### src/rtl/bfly_pkg.sv
package bfly_pkg;
  // Strobes from the sequencer to the lane datapath
  typedef struct packed {
    logic load;  // capture operand bus into the lanes
    logic step;  // commit one exchange round
  } bflyCtrl_t;
endpackage

### src/rtl/bfly_ctrl.sv
module bfly_ctrl
  import bfly_pkg::*;
#(
  parameter int LANES = 8
) (
  input  logic                                clk,
  input  logic                                rst,
  input  logic                                start,
  output bflyCtrl_t                           ctrl,
  output logic [$clog2($clog2(LANES)+1)-1:0]  stageIdx,
  output logic                                busy,
  output logic                                done
);
  localparam int STAGES = $clog2(LANES);
  localparam int SW     = $clog2(STAGES + 1);

  logic lastStage;
  assign lastStage = (stageIdx == SW'(STAGES - 1));

  assign ctrl.load = start && !busy;
  assign ctrl.step = busy;

  always_ff @(posedge clk) begin
    if (rst) begin
      busy     <= 1'b0;
      done     <= 1'b0;
      stageIdx <= '0;
    end else begin
      done <= 1'b0;
      if (ctrl.load) begin
        busy     <= 1'b1;
        stageIdx <= '0;
      end else if (busy) begin
        if (lastStage) begin
          busy     <= 1'b0;
          done     <= 1'b1;
          stageIdx <= '0;
        end else begin
          stageIdx <= stageIdx + 1'b1;
        end
      end
    end
  end


  done_pulse_chk: assert property (@(posedge clk) disable iff (rst)
    done |=> !done);

  busy_done_excl_chk: assert property (@(posedge clk) disable iff (rst)
    !(busy && done));

  busy_ignores_start_chk: assert property (@(posedge clk) disable iff (rst)
    (busy && !lastStage) |=> (busy && stageIdx == $past(stageIdx) + 1'b1));

  round_zero_first_chk: assert property (@(posedge clk) disable iff (rst)
    $rose(busy) |-> (stageIdx == '0));

  done_after_last_chk: assert property (@(posedge clk) disable iff (rst)
    (busy && lastStage) |=> done);
endmodule

### src/rtl/bfly_lanes.sv
module bfly_lanes
  import bfly_pkg::*;
#(
  parameter int LANES = 8,
  parameter int WIDTH = 16
) (
  input  logic                                clk,
  input  logic                                rst,
  input  bflyCtrl_t                           ctrl,
  input  logic [$clog2($clog2(LANES)+1)-1:0]  stageIdx,
  input  logic [LANES*WIDTH-1:0]              opIn,
  output logic [LANES*WIDTH-1:0]              laneFlat
);
  localparam int LW = $clog2(LANES);

  logic [WIDTH-1:0] laneReg  [LANES];
  logic [WIDTH-1:0] nextVal  [LANES];
  logic [LW-1:0]    partnerIdx [LANES];
  logic [LW-1:0]    distVal;
  logic [WIDTH-1:0] laneTotal;

  // distance halves each round, starting at LANES/2
  assign distVal = LW'(LANES >> (int'(stageIdx) + 1));

  // all sums formed from pre-round values; registers updated together below
  for (genvar i = 0; i < LANES; i++) begin : g_lane
    assign partnerIdx[i] = LW'(i) ^ distVal;
    assign nextVal[i]    = laneReg[i] + laneReg[partnerIdx[i]];
    assign laneFlat[i*WIDTH +: WIDTH] = laneReg[i];

    always_ff @(posedge clk) begin
      if (rst)            laneReg[i] <= '0;
      else if (ctrl.load) laneReg[i] <= opIn[i*WIDTH +: WIDTH];
      else if (ctrl.step) laneReg[i] <= nextVal[i];
    end
  end

  always_comb begin
    laneTotal = '0;
    for (int k = 0; k < LANES; k++) laneTotal = laneTotal + laneReg[k];
  end


  sum_doubles_chk: assert property (@(posedge clk) disable iff (rst)
    ctrl.step |=> (laneTotal == WIDTH'({$past(laneTotal), 1'b0})));

  idle_hold_chk: assert property (@(posedge clk) disable iff (rst)
    (!ctrl.load && !ctrl.step) |=> $stable(laneFlat));
endmodule

### src/rtl/butterfly_allreduce.sv
module butterfly_allreduce
  import bfly_pkg::*;
#(
  parameter int LANES = 8,
  parameter int WIDTH = 16
) (
  input  logic                   clk,
  input  logic                   rst,
  input  logic                   start,
  input  logic [LANES*WIDTH-1:0] opIn,
  output logic                   busy,
  output logic                   done,
  output logic [LANES*WIDTH-1:0] sumOut
);
  localparam int SW = $clog2($clog2(LANES) + 1);

  bflyCtrl_t     ctrl;
  logic [SW-1:0] stageIdx;

  bfly_ctrl #(.LANES(LANES)) u_ctrl (
    .clk(clk), .rst(rst), .start(start), .ctrl(ctrl),
    .stageIdx(stageIdx), .busy(busy), .done(done)
  );

  bfly_lanes #(.LANES(LANES), .WIDTH(WIDTH)) u_lanes (
    .clk(clk), .rst(rst), .ctrl(ctrl), .stageIdx(stageIdx),
    .opIn(opIn), .laneFlat(sumOut)
  );

  logic [LANES-1:0] sameVec;
  for (genvar i = 0; i < LANES; i++) begin : g_same
    assign sameVec[i] = (sumOut[i*WIDTH +: WIDTH] == sumOut[WIDTH-1:0]);
  end


  lanes_agree_chk: assert property (@(posedge clk) disable iff (rst)
    done |-> (&sameVec));

  reset_clear_chk: assert property (@(posedge clk)
    rst |=> (!busy && !done && sumOut == '0));
endmodule

### config.mk
export PLATFORM = sky130hd
export DESIGN_NAME = butterfly_allreduce
export DESIGN_NICKNAME = d
export VERILOG_FILES = /design/src/rtl/bfly_pkg.sv /design/src/rtl/bfly_ctrl.sv /design/src/rtl/bfly_lanes.sv /design/src/rtl/butterfly_allreduce.sv
export SDC_FILE = /design/constraint.sdc
export NUM_CORES = 1
export LEC_CHECK = 0
export ABC_CLOCK_PERIOD_IN_PS = 3550
export CELL_PAD_IN_SITES_DETAIL_PLACEMENT = 0
export CELL_PAD_IN_SITES_GLOBAL_PLACEMENT = 2
export CORE_UTILIZATION = 31
export DETAILED_ROUTE_END_ITERATION = 6
export PLACE_DENSITY = 0.81
export SLEW_MARGIN = 40
export SYNTH_ARGS = -nofsm -noshare
export SYNTH_HDL_FRONTEND = slang
export SYNTH_SLANG_ARGS = --single-unit
export TNS_END_PERCENT = 30
### constraint.sdc
create_clock -name clk -period 3.55 [get_ports clk]
set_input_delay 0.71 -clock clk [delete_from_list [all_inputs] [get_ports clk]]
set_output_delay 0.71 -clock clk [all_outputs]
set_load 0.02 [all_outputs]
==> results of run 1 <==
==> kinds of logic after synthesis <==
kind of cell               synth area share
muxes                                 0.197
adders and majority gates             0.134
buffers and inverters                0.0282
xor gates and xnor gates             0.0677
and+or+nand+nor                      0.0962
DFF                                   0.283
AOI/OAI and AO/OA                     0.194
==> synthesized netlist by cell type, drive strengths merged (4+ instances only) <==
library cell,n,share of area
o21ai,161,0.059
nand2,139,0.038
ha,136,0.12
edfxtp,128,0.28
mux4,120,0.20
a21oi,71,0.026
xor2,57,0.036
xnor2,50,0.032
nor2,49,0.013
a21o,36,0.020
clkbuf,34,0.011
buf,28,0.010
inv,25,0.0068
a22o,23,0.015
nand3,22,0.0079
nand2b,19,0.0086
a31oi,18,0.0081
a211oi,14,0.0090
nor3,13,0.0047
and2,12,0.0054
o211ai,11,0.0060
o21a,11,0.0060
a32o,8,0.0058
fa,8,0.012
a311oi,7,0.0058
nor2b,7,0.0032
or2,7,0.0032
or3,7,0.0032
nand4,6,0.0027
o31a,5,0.0032
o31ai,5,0.0067
a32oi,4,0.0025
dfxtp,4,0.0058
o21bai,4,0.0022
==> critical path, cell delays in order, from the launching register on <==
cell,delay [ns]
sky130_fd_sc_hd__edfxtp_1,0.49
sky130_fd_sc_hd__mux4_2,0.51
sky130_fd_sc_hd__ha_2,0.23
sky130_fd_sc_hd__fa_1,0.45
sky130_fd_sc_hd__a21o_1,0.21
sky130_fd_sc_hd__and4_1,0.26
sky130_fd_sc_hd__o2111ai_1,0.22
sky130_fd_sc_hd__buf_4,0.16
sky130_fd_sc_hd__nand3b_1,0.11
sky130_fd_sc_hd__a31oi_1,0.24
sky130_fd_sc_hd__xor2_1,0.25
sky130_fd_sc_hd__o21ai_1,0.09
==> worst max-delay path by stage <==
stage / from / to / slack (ns) / depth (start not counted)
finish: u_lanes.laneReg[5][0] / u_lanes.laneReg[1][12] / 0.08 / 11
global route: u_lanes.laneReg[1][0] / u_lanes.laneReg[3][14] / -0.06 / 11
CTS: u_lanes.laneReg[1][0] / u_lanes.laneReg[1][12] / 0.02 / 11
detailed placement: u_lanes.laneReg[1][0] / u_lanes.laneReg[1][12] / 0.04 / 11
global placement: u_lanes.laneReg[5][0] / u_lanes.laneReg[1][12] / 0.05 / 11
floorplan: u_ctrl.stageIdx[1] / u_lanes.laneReg[0][14] / -0.04 / 13
==> layer usage <==
layer | GRT usage | up-vias
met5 | 0 | -
li1 | - | 5621
met2 | 0.359 | 544
met4 | 0.0781 | 0
met3 | 0.0275 | 58
met1 | 0.363 | 6252
==> through the flow <==
stage                     cell area (µm²)  power, W  hold WS (ns)   util
after CTS                           18100   0.00902         0.855  0.410
after global placement              17500   0.00712         0.828  0.397
after detailed placement            17500   0.00715         0.839  0.397
after global routing                18300   0.00956         0.886  0.415
after floorplan                     13900   0.00528         0.709      -
final                               18300   0.00908         0.859  0.415
==> power groups by stage <==
| stage | registers, W | logic, W | clock network [W] |
|---|---|---|---|
| 6_report | 0.00265 | 0.00459 | 0.00183 |
| 5_1_grt | 0.00268 | 0.00496 | 0.00192 |
| 4_1_cts | 0.00263 | 0.00452 | 0.00187 |
| 3_5_place_dp | 0.00266 | 0.00449 | 0 |
| 3_3_place_gp | 0.00265 | 0.00447 | 0 |
| 2_1_floorplan | 0.00264 | 0.00264 | 0 |
==> layout make-up <==
class	instances	share of cell area
Timing Repair Buffer	331	0.185
Inverter	25	0.00512
Tap cell	592	0.0404
Clock buffer	20	0.0238
Sequential cell	132	0.214
Clock inverter	12	0.00751
Multi-Input combinational cell	1066	0.524
==> repair_timing <==
action,4_1_cts,5_1_grt
setup endpoints to repair,0,18
buffers inserted,0,14
gates resized for setup,0,13
==> sequential cells by signal (all words and copies together), names as in the netlist <==
signal / cells
u_ctrl.done: 1
u_ctrl.stageIdx: 2
u_ctrl.busy: 1
u_lanes.laneReg: 128
==> run_summary.xml, run 1 <==
<?xml version="1.0" encoding="UTF-8"?>
<metrics>
  <group name="finish">
    <metric name="commonest_cells_after_routing_fill_and_taps_aside" unit="">sky130_fd_sc_hd__clkdlybuf4s50_1, sky130_fd_sc_hd__o21ai_0, sky130_fd_sc_hd__nand2_1</metric>
    <metric name="drive_above_1_share" unit="">0.165</metric>
    <metric name="antennaDiodeCount" unit="">0</metric>
    <metric name="fillCellCount" unit="">4343</metric>
    <metric name="multiInputGateArea" unit="µm²">9600</metric>
    <metric name="finalNetCount" unit="">1848</metric>
    <metric name="layout_commonest_cell" unit="">sky130_fd_sc_hd__clkdlybuf4s50_1</metric>
    <metric name="sequential_area" unit="µm²">3930</metric>
    <metric name="final_cell_count_no_fill" unit="">2178</metric>
    <metric name="layout-area-overhead-vs-synth" unit="%">32.3</metric>
  </group>
  <group name="worst_hold_path">
    <metric name="worstHoldEndpoint" unit="">u_ctrl.stageIdx[1]</metric>
    <metric name="worst_hold_path_type" unit="">reg -&gt; reg</metric>
    <metric name="min_delay_path_depth" unit="">4</metric>
    <metric name="timing.hold.worst.start" unit="">u_ctrl.busy</metric>
  </group>
  <group name="die">
    <metric name="floorplan.rows" unit="">77</metric>
    <metric name="ios" unit="">261</metric>
    <metric name="initial_core_util" unit="">0.314</metric>
    <metric name="core_region_area" unit="µm²">44100</metric>
    <metric name="dieWidth" unit="µm">213</metric>
    <metric name="floorplan_die_height" unit="µm">213</metric>
    <metric name="die_ar" unit="µm²">45500</metric>
  </group>
  <group name="pwr">
    <metric name="p_int" unit="W">0.00528</metric>
    <metric name="vdd_ir_drop_max" unit="V">0.000291</metric>
    <metric name="power.sequential.fraction" unit="">0.292</metric>
    <metric name="static-leakage-power" unit="nW">7.12</metric>
    <metric name="power.share.switching" unit="">0.418</metric>
    <metric name="pwr-share-clk" unit="">0.202</metric>
    <metric name="powerDensity" unit="nW/µm²">495</metric>
    <metric name="p_comb_frac" unit="">0.506</metric>
    <metric name="p_sw" unit="W">0.00380</metric>
  </group>
  <group name="flow_run">
    <metric name="max_cap_violations" unit="">0</metric>
  </group>
  <group name="drt">
    <metric name="met3_length" unit="µm">3660</metric>
    <metric name="detailroute.wirelength.met2" unit="µm">24400</metric>
    <metric name="top_layer_used" unit="">met4</metric>
    <metric name="route.vias.total" unit="">12500</metric>
    <metric name="finalWirelength" unit="µm">55300</metric>
    <metric name="detailedRoute.firstIterationViolations" unit="">1229</metric>
    <metric name="route.detailed.drc" unit="">0</metric>
    <metric name="drt-met1-wl" unit="µm">25900</metric>
    <metric name="drt.antenna.violating_nets" unit="">0</metric>
    <metric name="vias_per_cell" unit="">5.73</metric>
    <metric name="dr.pass1.iters" unit="">5</metric>
    <metric name="detail_route.wl_per_cell" unit="µm">25.4</metric>
  </group>
  <group name="yosys">
    <metric name="synthesized_area_divided_by_synthesized_cell_count" unit="µm²">10.8</metric>
    <metric name="post_synth_arst_share" unit="">0</metric>
    <metric name="yosys_warnings" unit="">0</metric>
    <metric name="syn-instance-count" unit="">1285</metric>
    <metric name="post_synth_instance_area" unit="µm²">13900</metric>
    <metric name="synth_enable_flop_cells" unit="">128</metric>
    <metric name="yosys.cell_types.count" unit="">66</metric>
    <metric name="fraction_of_the_yosys_area_taken_by_sequential_cells" unit="">0.283</metric>
    <metric name="synth.net_count" unit="">1560</metric>
    <metric name="synth_seq_cells" unit="">132</metric>
    <metric name="main_flop_type_after_synthesis" unit="">sky130_fd_sc_hd__edfxtp_1</metric>
  </group>
  <group name="placement">
    <metric name="instance_count_after_placement_with_tap_cells_included" unit="">2130</metric>
    <metric name="place.port_buffers" unit="">260</metric>
    <metric name="post_dp_hpwl" unit="µm">44300</metric>
    <metric name="place.gp.congestion" unit="">0.940</metric>
    <metric name="place_worst_setup_slack" unit="ns">0.0387</metric>
  </group>
  <group name="critical_path">
    <metric name="worstReg2RegStart" unit="">u_lanes.laneReg[5][0]</metric>
    <metric name="arrival" unit="ns">3.66</metric>
    <metric name="critical_path_peak_fanout" unit="">6</metric>
    <metric name="timing.critical_path.from_type" unit="">flop</metric>
    <metric name="timing.setup.critical_path_class" unit="">reg -&gt; reg</metric>
    <metric name="r2r_setup_slack" unit="ns">0.08</metric>
    <metric name="rr_endpoint" unit="">u_lanes.laneReg[1][12]</metric>
    <metric name="worst_r2r_path_depth" unit="">11</metric>
    <metric name="worst_ep_required_time" unit="ns">3.74</metric>
    <metric name="worst_setup_path_end_kind" unit="">flop</metric>
  </group>
  <group name="clock_tree">
    <metric name="cts_max_path_buffers" unit="">2</metric>
    <metric name="post_cts_hold_buffer_count" unit="">0</metric>
    <metric name="clk-insertion-delay-late" unit="ns">0.45</metric>
    <metric name="clk_transition_reported_paths" unit="ns">0.07</metric>
    <metric name="ctsHtreeMaxLevel" unit="">4</metric>
    <metric name="sinks_on_clock_net" unit="">132</metric>
    <metric name="cts_tree" unit="">yes</metric>
    <metric name="clock-root-buffer" unit="">sky130_fd_sc_hd__clkbuf_16</metric>
    <metric name="cts-buffers-inserted" unit="">17</metric>
  </group>
  <group name="run_status">
    <metric name="outcome" unit="">complete, no violations</metric>
  </group>
  <group name="sta">
    <metric name="achievable-frequency" unit="MHz">288</metric>
    <metric name="final-setup-viol-count" unit="">0</metric>
    <metric name="timing.final.ws_setup" unit="ns">0.0826</metric>
    <metric name="max_slew.worst_pin.slew" unit="ns">0.585</metric>
    <metric name="grt_setup_unrepaired" unit="">yes</metric>
    <metric name="fin_worst_skew" unit="ns">0.0133</metric>
    <metric name="layout_worst_path_cycle_share" unit="">0.977</metric>
    <metric name="slew_violations" unit="">0</metric>
    <metric name="fin_tns_setup" unit="ns">0</metric>
    <metric name="slew_headroom" unit="">0.606</metric>
    <metric name="report.final.hold_viol_count" unit="">0</metric>
    <metric name="period_minus_slack" unit="ns">3.47</metric>
  </group>
  <group name="global_routing">
    <metric name="grt_start_max_net_pins" unit="">70</metric>
    <metric name="number_of_antenna_violations_at_the_first_check_in_global_routing" unit="">1</metric>
    <metric name="global_route.usage.total" unit="">0.242</metric>
    <metric name="wire_length_of_the_first_global_routing_pass" unit="µm">79000</metric>
    <metric name="grt_overflow" unit="">0</metric>
    <metric name="number_of_global_route_vias_before_repair" unit="">12200</metric>
  </group>
</metrics>
(Power assumes the default switching activity.)
==> run 2: changes to the inputs <==
Settings changed: GPL_ROUTABILITY_DRIVEN set to 0.
==> run 2 against run 1 <==
Routed wire length fell by 3.3%. Count of clock-buffer cells in the layout fell by 3. Highest routed layer unchanged. Global-route usage fell by 0.96 points. Critical path type unchanged.
==> run_summary.xml, run 2 (synthesis results as in run 1) <==
<?xml version="1.0" encoding="UTF-8"?>
<metrics>
  <group name="drt">
    <metric name="vias_per_cell" unit="">5.77</metric>
    <metric name="detailedRoute.firstIterationViolations" unit="">1147</metric>
    <metric name="route.vias.total" unit="">12500</metric>
    <metric name="detail_route.wl_per_cell" unit="µm">24.7</metric>
    <metric name="finalWirelength" unit="µm">53400</metric>
    <metric name="route.detailed.drc" unit="">0</metric>
    <metric name="drt.antenna.violating_nets" unit="">0</metric>
    <metric name="dr.pass1.iters" unit="">7</metric>
  </group>
  <group name="finish">
    <metric name="fillCellCount" unit="">4368</metric>
    <metric name="flip_flop_count_of_the_largest_register_after_layout" unit="">128</metric>
    <metric name="layout-area-overhead-vs-synth" unit="%">31.5</metric>
    <metric name="commonest_cells_after_routing_fill_and_taps_aside" unit="">sky130_fd_sc_hd__clkdlybuf4s50_1, sky130_fd_sc_hd__nand2_1, sky130_fd_sc_hd__o21ai_0</metric>
    <metric name="largest-register" unit="">u_lanes.laneReg</metric>
    <metric name="multiInputGateArea" unit="µm²">9600</metric>
    <metric name="drive_above_1_share" unit="">0.158</metric>
    <metric name="sequential_area" unit="µm²">3930</metric>
    <metric name="layout_commonest_cell" unit="">sky130_fd_sc_hd__clkdlybuf4s50_1</metric>
    <metric name="finalNetCount" unit="">1834</metric>
    <metric name="antennaDiodeCount" unit="">0</metric>
    <metric name="reg_top3" unit="">u_lanes.laneReg x128, u_ctrl.stageIdx x2</metric>
    <metric name="final_cell_count_no_fill" unit="">2164</metric>
  </group>
  <group name="clock_tree">
    <metric name="cts_max_path_buffers" unit="">2</metric>
    <metric name="cts-buffers-inserted" unit="">17</metric>
    <metric name="cts_tree" unit="">yes</metric>
    <metric name="clk-insertion-delay-late" unit="ns">0.45</metric>
    <metric name="post_cts_hold_buffer_count" unit="">0</metric>
    <metric name="clock-root-buffer" unit="">sky130_fd_sc_hd__clkbuf_16</metric>
    <metric name="sinks_on_clock_net" unit="">132</metric>
    <metric name="ctsHtreeMaxLevel" unit="">4</metric>
    <metric name="clk_transition_reported_paths" unit="ns">0.07</metric>
  </group>
  <group name="critical_path">
    <metric name="crit_path_cell_trace" unit="">buf_2 &gt; mux4_2 &gt; ha_1 &gt; fa_1 &gt; a211oi_2 &gt; nor3_1 &gt; o2111a_1 &gt; nor2_1 &gt; a21oi_1 &gt; xnor2_1 &gt; o21ai_1</metric>
    <metric name="timing.critical_path.from" unit="">u_ctrl.stageIdx[0]</metric>
    <metric name="timing.critical_path.from_type" unit="">flop</metric>
    <metric name="worstReg2RegStart" unit="">u_ctrl.stageIdx[0]</metric>
    <metric name="worst_ep_required_time" unit="ns">3.74</metric>
    <metric name="arrival" unit="ns">3.63</metric>
    <metric name="timing.setup.critical_path_class" unit="">reg -&gt; reg</metric>
    <metric name="critical_path_peak_fanout" unit="">7</metric>
    <metric name="worst_setup_path_end_kind" unit="">flop</metric>
    <metric name="cp_slowest_stage_delay" unit="ns">0.52</metric>
    <metric name="worst_path_cell_with_the_longest_stage_delay" unit="">sky130_fd_sc_hd__mux4_2</metric>
  </group>
  <group name="sta">
    <metric name="period_minus_slack" unit="ns">3.44</metric>
    <metric name="slew_violations" unit="">0</metric>
    <metric name="fin_worst_skew" unit="ns">0.0130</metric>
    <metric name="achievable-frequency" unit="MHz">291</metric>
    <metric name="slew_headroom" unit="">0.631</metric>
    <metric name="grt_setup_unrepaired" unit="">yes</metric>
    <metric name="final-setup-viol-count" unit="">0</metric>
    <metric name="fin_tns_setup" unit="ns">0</metric>
    <metric name="max_slew.worst_pin.slew" unit="ns">0.548</metric>
    <metric name="report.final.hold_viol_count" unit="">0</metric>
    <metric name="layout_worst_path_cycle_share" unit="">0.969</metric>
  </group>
  <group name="die">
    <metric name="dieWidth" unit="µm">213</metric>
    <metric name="die_ar" unit="µm²">45500</metric>
    <metric name="core_region_area" unit="µm²">44100</metric>
    <metric name="ios" unit="">261</metric>
    <metric name="floorplan.rows" unit="">77</metric>
    <metric name="floorplan_die_height" unit="µm">213</metric>
    <metric name="initial_core_util" unit="">0.314</metric>
  </group>
  <group name="global_routing">
    <metric name="globalRoute.busiestLayer" unit="">met2</metric>
    <metric name="grt_overflow" unit="">0</metric>
    <metric name="grt_start_max_net_pins" unit="">88</metric>
    <metric name="wire_length_of_the_first_global_routing_pass" unit="µm">76300</metric>
    <metric name="met3_use_gr" unit="">0.0327</metric>
    <metric name="number_of_global_route_vias_before_repair" unit="">12100</metric>
    <metric name="globalRouteMet1Util" unit="">0.338</metric>
    <metric name="number_of_antenna_violations_at_the_first_check_in_global_routing" unit="">1</metric>
    <metric name="global_route.usage.total" unit="">0.232</metric>
    <metric name="grtUsageMet2" unit="">0.350</metric>
  </group>
  <group name="worst_hold_path">
    <metric name="worst_hold_path_type" unit="">reg -&gt; reg</metric>
    <metric name="timing.hold.worst.start" unit="">u_lanes.laneReg[7][0]</metric>
  </group>
  <group name="pwr">
    <metric name="powerDensity" unit="nW/µm²">500</metric>
    <metric name="vdd_ir_drop_max" unit="V">0.000273</metric>
    <metric name="static-leakage-power" unit="nW">7.07</metric>
  </group>
  <group name="placement">
    <metric name="instance_count_after_placement_with_tap_cells_included" unit="">2119</metric>
    <metric name="post_dp_hpwl" unit="µm">42300</metric>
    <metric name="place.port_buffers" unit="">260</metric>
  </group>
  <group name="run_status">
    <metric name="outcome" unit="">complete, no violations</metric>
  </group>
  <group name="flow_run">
    <metric name="max_cap_violations" unit="">0</metric>
  </group>
</metrics>
run 2: cell count changes in the layout (fill, tap and decap cells not counted), moves of 2 or more:
cell and delta:
sky130_fd_sc_hd__buf_12 -6, sky130_fd_sc_hd__buf_4 -11, sky130_fd_sc_hd__clkbuf_1 -3, sky130_fd_sc_hd__ha_1 +2, sky130_fd_sc_hd__ha_2 -2, sky130_fd_sc_hd__o21ai_1 +2
run 2: area by class of cell:
| cell class | count | share of cell area |
|---|---|---|
| clock buffers | 17 | 0.0233 |
| clock inverters | 15 | 0.0103 |
| inverters | 25 | 0.00515 |
| multi-input cells | 1066 | 0.527 |
| flip-flops and latches | 132 | 0.216 |
| well taps | 592 | 0.0407 |
| repair buffers | 317 | 0.178 |
run 2: path summary, 6_finish.rpt:
check                                end  slack [ns]  cells past startpoint
hold / removal     u_lanes.laneReg[7][0]        0.83                      2
hold reg to reg    u_lanes.laneReg[7][0]        0.83                      2
setup reg to reg  u_lanes.laneReg[7][14]        0.11                     11
setup / recovery  u_lanes.laneReg[7][14]        0.11                     11
run 2: timing repair:
item                                   4_1_cts  5_1_grt
setup buffers                                0       10
gates resized for setup                      0       13
setup endpoints to repair                    0       27
endpoints found under the hold margin        0        0
run 2: per-stage QoR:
step | total power [W] | cell area (µm²) | setup slack (ns) | hold slack (ns) | utilization
after CTS | 0.00904 | 18000 | 0.00279 | 0.825 | 0.408
final | 0.00911 | 18200 | 0.111 | 0.830 | 0.413
after global routing | 0.00957 | 18200 | -0.0735 | 0.880 | 0.413
after detailed placement | 0.00708 | 17400 | 0.0333 | 0.796 | 0.394
after global placement | 0.00703 | 17400 | 0.0400 | 0.785 | 0.394
after floorplan | 0.00528 | 13900 | -0.0390 | 0.709 | -
run 2: per-layer routing:
layer	vias to the layer above	routed length [µm]
met5	-	0
li1	5608	-
met1	6215	23800
met4	0	1430
met3	62	4210
met2	591	24000
run 2: critical path: cells and delay by family (launching register included):
family / cells / cell delay, ns
buffers and inverters: 1 / 0.21
XOR/XNOR: 1 / 0.20
AO/OA/AOI/OAI: 4 / 0.75
AND/OR/NAND/NOR: 2 / 0.28
multiplexers: 1 / 0.52
flip-flops: 1 / 0.44
adder cells (fa/ha/maj): 2 / 0.77
run 2: power breakdown:
part,internal (W),total [W],switching [W]
registers,0.00203,0.00263,0.000595
logic,0.00212,0.00455,0.00243
clock network,0.00117,0.00193,0.000765
total,0.00532,0.00911,0.00379
